[src/rtl/refdiv_pkg.sv]
package refdiv_pkg;

    // Default geometry: 4-bit counter, half period of 5 reference cycles.
    localparam int DEF_CNT_W = 4;
    localparam int DEF_HALF  = 5;

    // Bundle of the three block outputs.
    typedef struct packed {
        logic half_clk;
        logic decade_clk;
        logic period_mark;
    } refdiv_out_t;

endpackage

[src/rtl/refdiv_decade.sv]
module refdiv_decade #(
    parameter int CNT_W       = refdiv_pkg::DEF_CNT_W,
    parameter int HALF        = refdiv_pkg::DEF_HALF,
    parameter int RESET_COUNT = (1 << (CNT_W - 1)) - HALF
) (
    input  logic             clk,
    input  logic             rst,
    input  logic             en,
    output logic [CNT_W-1:0] cnt_o
);
    // The window is placed so that the top bit flips exactly halfway through it.
    localparam int START = (1 << (CNT_W - 1)) - HALF;
    localparam int TERM  = START + 2 * HALF - 1;
    localparam logic [CNT_W-1:0] START_V = CNT_W'(START);
    localparam logic [CNT_W-1:0] TERM_V  = CNT_W'(TERM);
    localparam logic [CNT_W-1:0] RST_V   = CNT_W'(RESET_COUNT);

    typedef struct packed {
        logic [CNT_W-1:0] cnt;
    } dec_state_t;

    dec_state_t st_d, st_q;

    always_comb begin
        st_d = st_q;
        if (rst) begin
            st_d.cnt = RST_V;
        end else if (en) begin
            // With the default window this test needs only bits 3 and 2.
            if (st_q.cnt >= TERM_V) begin
                st_d.cnt = START_V;
            end else begin
                st_d.cnt = st_q.cnt + 1'b1;
            end
        end
    end

    always_ff @(posedge clk) begin
        st_q <= st_d;
    end

    assign cnt_o = st_q.cnt;

    p_reset_load_r1: assert property (@(posedge clk)
        rst |=> (st_q.cnt == RST_V));

    p_step_r2: assert property (@(posedge clk) disable iff (rst)
        (en && st_q.cnt >= START_V && st_q.cnt < TERM_V)
            |=> (st_q.cnt == $past(st_q.cnt) + 1'b1));

    p_wrap_r3: assert property (@(posedge clk) disable iff (rst)
        (en && st_q.cnt >= TERM_V) |=> (st_q.cnt == START_V));

    p_climb_r4: assert property (@(posedge clk) disable iff (rst)
        (en && st_q.cnt < START_V) |=> (st_q.cnt == $past(st_q.cnt) + 1'b1));

    p_hold_cnt_r8: assert property (@(posedge clk) disable iff (rst)
        !en |=> $stable(st_q.cnt));

endmodule

[src/rtl/refdiv_half.sv]
module refdiv_half (
    input  logic clk,
    input  logic rst,
    input  logic en,
    output logic half_o
);
    typedef struct packed {
        logic tog;
    } half_state_t;

    half_state_t st_d, st_q;

    always_comb begin
        st_d = st_q;
        if (rst) begin
            st_d.tog = 1'b0;
        end else if (en) begin
            st_d.tog = ~st_q.tog;
        end
    end

    always_ff @(posedge clk) begin
        st_q <= st_d;
    end

    assign half_o = st_q.tog;

    p_half_reset_r1: assert property (@(posedge clk)
        rst |=> !half_o);

    p_toggle_r5: assert property (@(posedge clk) disable iff (rst)
        en |=> (half_o != $past(half_o)));

    p_hold_half_r8: assert property (@(posedge clk) disable iff (rst)
        !en |=> $stable(half_o));

endmodule

[src/rtl/refdiv_marker.sv]
module refdiv_marker #(
    parameter int CNT_W = refdiv_pkg::DEF_CNT_W,
    parameter int HALF  = refdiv_pkg::DEF_HALF
) (
    input  logic             clk,
    input  logic             rst,
    input  logic             en,
    input  logic [CNT_W-1:0] cnt_i,
    output logic             mark_o
);
    // The count at which the counter's top bit first reads 1.
    localparam int MID = 1 << (CNT_W - 1);
    localparam logic [CNT_W-1:0] MID_V  = CNT_W'(MID);
    localparam logic [CNT_W-1:0] PRE_V  = CNT_W'(MID - 1);

    typedef struct packed {
        logic mark;
    } mark_state_t;

    mark_state_t st_d, st_q;

    always_comb begin
        st_d = st_q;
        st_d.mark = !rst && en && (cnt_i == PRE_V);
    end

    always_ff @(posedge clk) begin
        st_q <= st_d;
    end

    assign mark_o = st_q.mark;

    p_mark_at_mid_r7: assert property (@(posedge clk) disable iff (rst)
        mark_o |-> (cnt_i == MID_V));

    p_mark_quiet_r8: assert property (@(posedge clk) disable iff (rst)
        !en |=> !mark_o);

endmodule

[src/rtl/refdiv_top.sv]
module refdiv_top #(
    parameter int CNT_W       = refdiv_pkg::DEF_CNT_W,
    parameter int HALF        = refdiv_pkg::DEF_HALF,
    parameter int RESET_COUNT = (1 << (CNT_W - 1)) - HALF
) (
    input  logic clk,
    input  logic rst,
    input  logic en,
    output logic div2_o,
    output logic div10_o,
    output logic sync_o
);
    localparam int START = (1 << (CNT_W - 1)) - HALF;

    logic [CNT_W-1:0]        count;
    refdiv_pkg::refdiv_out_t outs;

    refdiv_decade #(
        .CNT_W       (CNT_W),
        .HALF        (HALF),
        .RESET_COUNT (RESET_COUNT)
    ) u_decade (
        .clk   (clk),
        .rst   (rst),
        .en    (en),
        .cnt_o (count)
    );

    refdiv_half u_half (
        .clk    (clk),
        .rst    (rst),
        .en     (en),
        .half_o (outs.half_clk)
    );

    refdiv_marker #(
        .CNT_W (CNT_W),
        .HALF  (HALF)
    ) u_marker (
        .clk    (clk),
        .rst    (rst),
        .en     (en),
        .cnt_i  (count),
        .mark_o (outs.period_mark)
    );

    // The slow square wave is the counter's top bit, itself a flop output.
    assign outs.decade_clk = count[CNT_W-1];

    assign div2_o  = outs.half_clk;
    assign div10_o = outs.decade_clk;
    assign sync_o  = outs.period_mark;

    p_rise_marked_r7: assert property (@(posedge clk) disable iff (rst)
        $rose(div10_o) |-> sync_o);

    generate
        if (RESET_COUNT == START) begin : g_aligned
            p_edges_align_r6: assert property (@(posedge clk) disable iff (rst)
                $rose(div10_o) |-> $rose(div2_o));
        end
    endgenerate

endmodule

[config.mk]
export PLATFORM = sky130hd
export DESIGN_NAME = refdiv_top
export DESIGN_NICKNAME = d
export VERILOG_FILES = /design/src/rtl/refdiv_pkg.sv /design/src/rtl/refdiv_decade.sv /design/src/rtl/refdiv_half.sv /design/src/rtl/refdiv_marker.sv /design/src/rtl/refdiv_top.sv
export SDC_FILE = /design/constraint.sdc
export NUM_CORES = 1
export LEC_CHECK = 0
export CAP_MARGIN = 30
export CORE_AREA = 2 2 39 41
export DETAILED_ROUTE_END_ITERATION = 6
export DIE_AREA = 0 0 41 43
export GPL_TIMING_DRIVEN = 0
export SLEW_MARGIN = 0
export SYNTH_ARGS = -nofsm -noshare
export SYNTH_HDL_FRONTEND = slang
export SYNTH_SLANG_ARGS = --single-unit
export TNS_END_PERCENT = 10
[constraint.sdc]
create_clock -name clk -period 1.91 [get_ports clk]
set_clock_uncertainty 0.1 [all_clocks]
set_input_delay 0.191 -clock clk [delete_from_list [all_inputs] [get_ports clk]]
set_output_delay 0.191 -clock clk [all_outputs]
set_load 0.02 [all_outputs]
==> results.json <==
{
  "slew_headroom_pct": 84.4,
  "areaGrowthSynthToFinish_pct": 33.3,
  "root_buffer": "clkbuf_4",
  "gp_congestion": 0.688,
  "die_y_um": 43,
  "synth.largest_area_cell": "dfxtp_1",
  "ys.flop_type": "dfxtp_1",
  "critPathArrivalTime_ns": 1.30,
  "critical_path.top_delay_family": "buffers and inverters",
  "synth-seq-cells": 6,
  "synth_area_leaders": "dfxtp_1 48%, a21oi_1 10%, nand2_1 6.1%",
  "crit_slowest_cell": "clkdlybuf4s50_1",
  "cts_htree_levels": 1,
  "async_reset_ff_share_pct": 0,
  "crit_required_ns": 1.62,
  "cp-start-kind": "flip-flop",
  "rsz0062_at_grt": "false",
  "p_per_area_nw_per_um2": 918,
  "cts_setup_buffers": 0,
  "clkLatencyLatePin_ns": 0.24,
  "p_sw_share_pct": 23.8,
  "drive_gt1_share_pct": 17.1,
  "grt_pass1_vias": 165,
  "syn-num-nets": 32,
  "clk_path_buf_depth": 2,
  "grt_max_degree": 9,
  "placed_cells": 48,
  "power_switching_w": 0.0000722,
  "post-synth-top-count-cell": "dfxtp_1",
  "cts_hold_buf": 0,
  "yosys-top-cells-count": "6 x dfxtp_1, 5 x a21oi_1, 4 x nand2_1, 3 x nor2_1",
  "yosysWarnings": 0,
  "core_area_um2": 1380,
  "synth-edff-count": 0,
  "io-pin-count": 6,
  "finalCritPeriodShare_pct": 83.3,
  "slowest_delay_ns": 0.64,
  "fp-row-count": 14,
  "peakVddDrop_uv": 396,
  "setup_viol": 0,
  "worstSetupPathType": "reg -> out",
  "wire_per_inst_um": 7.98,
  "ys_seq_area_share_pct": 48.5,
  "crit_chain": "clkdlybuf4s50_1",
  "viasPerCell": 4.06,
  "maxCapViolations": 0,
  "combPwrFrac_pct": 15.0,
  "synth.avg_cell_area_um2": 8.85,
  "route.antenna.remaining_nets": 0,
  "nets": 41,
  "finalCriticalPeriod_ns": 1.59,
  "pwr-share-clk_pct": 37.2,
  "stdcell_count": 51,
  "grtUsageTotal_pct": 5.94,
  "holdCritPathClass": "in -> reg",
  "portBuffers": 4,
  "worst-path-max-fanout": 7,
  "dp_hpwl_um": 295,
  "grt_antenna_before_repair": 0,
  "cts_num_sinks": 6,
  "grt_pass1_wl_um": 662,
  "cts_resized": 0,
  "netlist_instances": 28,
  "initial_core_util_pct": 17.9,
  "die-area_um2": 1760,
  "tns_ns": 0,
  "total_power_w": 0.000303,
  "endpoint_kind": "primary output",
  "grt_overflow": 0,
  "max_freq_ghz": 0.628,
  "post_synth_num_cell_types": 14,
  "status": "complete, no violations",
  "timing_hold_violations_final": 0,
  "clk_transition_reported_paths_ns": 0.04,
  "cts_buffers": 3,
  "die_w_um": 41,
  "cts_tree": "built",
  "power_frac_seq_pct": 47.7,
  "synth_top_area_share_pct": 48.5,
  "drcViolationCount": 0,
  "worst-slew-pin-transition_ns": 0.231,
  "drv_slew": 0,
  "routed_wl_um": 407,
  "via_count": 207,
  "p_leak_nw": 0.127,
  "nFillCells": 149,
  "diodes": 0,
  "syn_area_um2": 248,
  "drtIter0Drc": 3,
  "p_int_w": 0.000231,
  "drtPass1Iterations": 4,
  "path_buf_inv": 1
}
[layer usage]
layer  up-vias  wire [µm]  GRT usage, %
met5         -          0             0
met1        90        204          7.44
met4         0          0          2.00
met2         5        172          6.56
li1        112          -             -
met3         0         29          6.28
[power groups by stage]
stage / registers [W] / logic, W / clock network (W)
floorplan: 0.000150 / 0.0000266 / 0
global placement: 0.000147 / 0.0000453 / 0
detailed placement: 0.000147 / 0.0000456 / 0
CTS: 0.000145 / 0.0000460 / 0.000119
global route: 0.000146 / 0.0000510 / 0.000126
finish: 0.000145 / 0.0000456 / 0.000113
[final timing paths]
check	start	end	slack, ns	depth (start not counted)
worst max-delay path	u_decade.cnt_o[3]	div10_o	0.32	1
worst min-delay path	en	u_marker.mark_o	0.16	3
worst min register to register	u_half.half_o	u_half.half_o	0.40	2
worst max register to register	u_decade.cnt_o[0]	u_decade.cnt_o[1]	0.64	4
[cells by family after synthesis]
group                      after synthesis  synth area share (%)
and+or+nand+nor                         12                  24.8
AOI/OAI and AO/OA                        7                  15.1
DFF                                      6                  48.5
xor gates and xnor gates                 1                  3.54
buffers and inverters                    1                  3.03
adders and majority gates                1                  5.05
[registers in the layout (all words and copies together) (netlist names)]
signal and count:
u_marker.mark_o 1, u_half.half_o 1, u_decade.cnt_o 4
[placed cells by master (no fill, tap or decap)]
master / instances
clkdlybuf4s50_1: 4
buf_4: 1
or3_1: 1
clkbuf_4: 3
nor2_1: 3
nand2_1: 4
nand2_2: 1
nand3b_1: 1
ha_1: 1
o21ai_0: 1
xnor2_1: 1
nor4b_1: 1
dfxtp_1: 6
or2_2: 1
o21bai_1: 1
a21oi_1: 5
[metrics by stage]
step / setup WS (ns) / hold WS [ns] / area [µm²] / utilization [%]
after floorplan: 0.675 / 0.160 / 248 / -
after global placement: 0.571 / 0.391 / 308 / 22.2
after detailed placement: 0.570 / 0.395 / 308 / 22.2
after CTS: 0.305 / 0.152 / 330 / 23.9
after global routing: 0.249 / 0.161 / 330 / 23.9
final: 0.318 / 0.160 / 330 / 23.9
[cell type report]
class                           instances  area (µm²)  area share (%)
Timing Repair Buffer                    4        40.0            12.1
Sequential cell                         6         120            36.4
Clock buffer                            3        22.5            6.82
Tap cell                               16        20.0            6.06
Multi-Input combinational cell         21         120            36.4
Buffer                                  1        7.51            2.27
(Power assumes the default switching activity.)
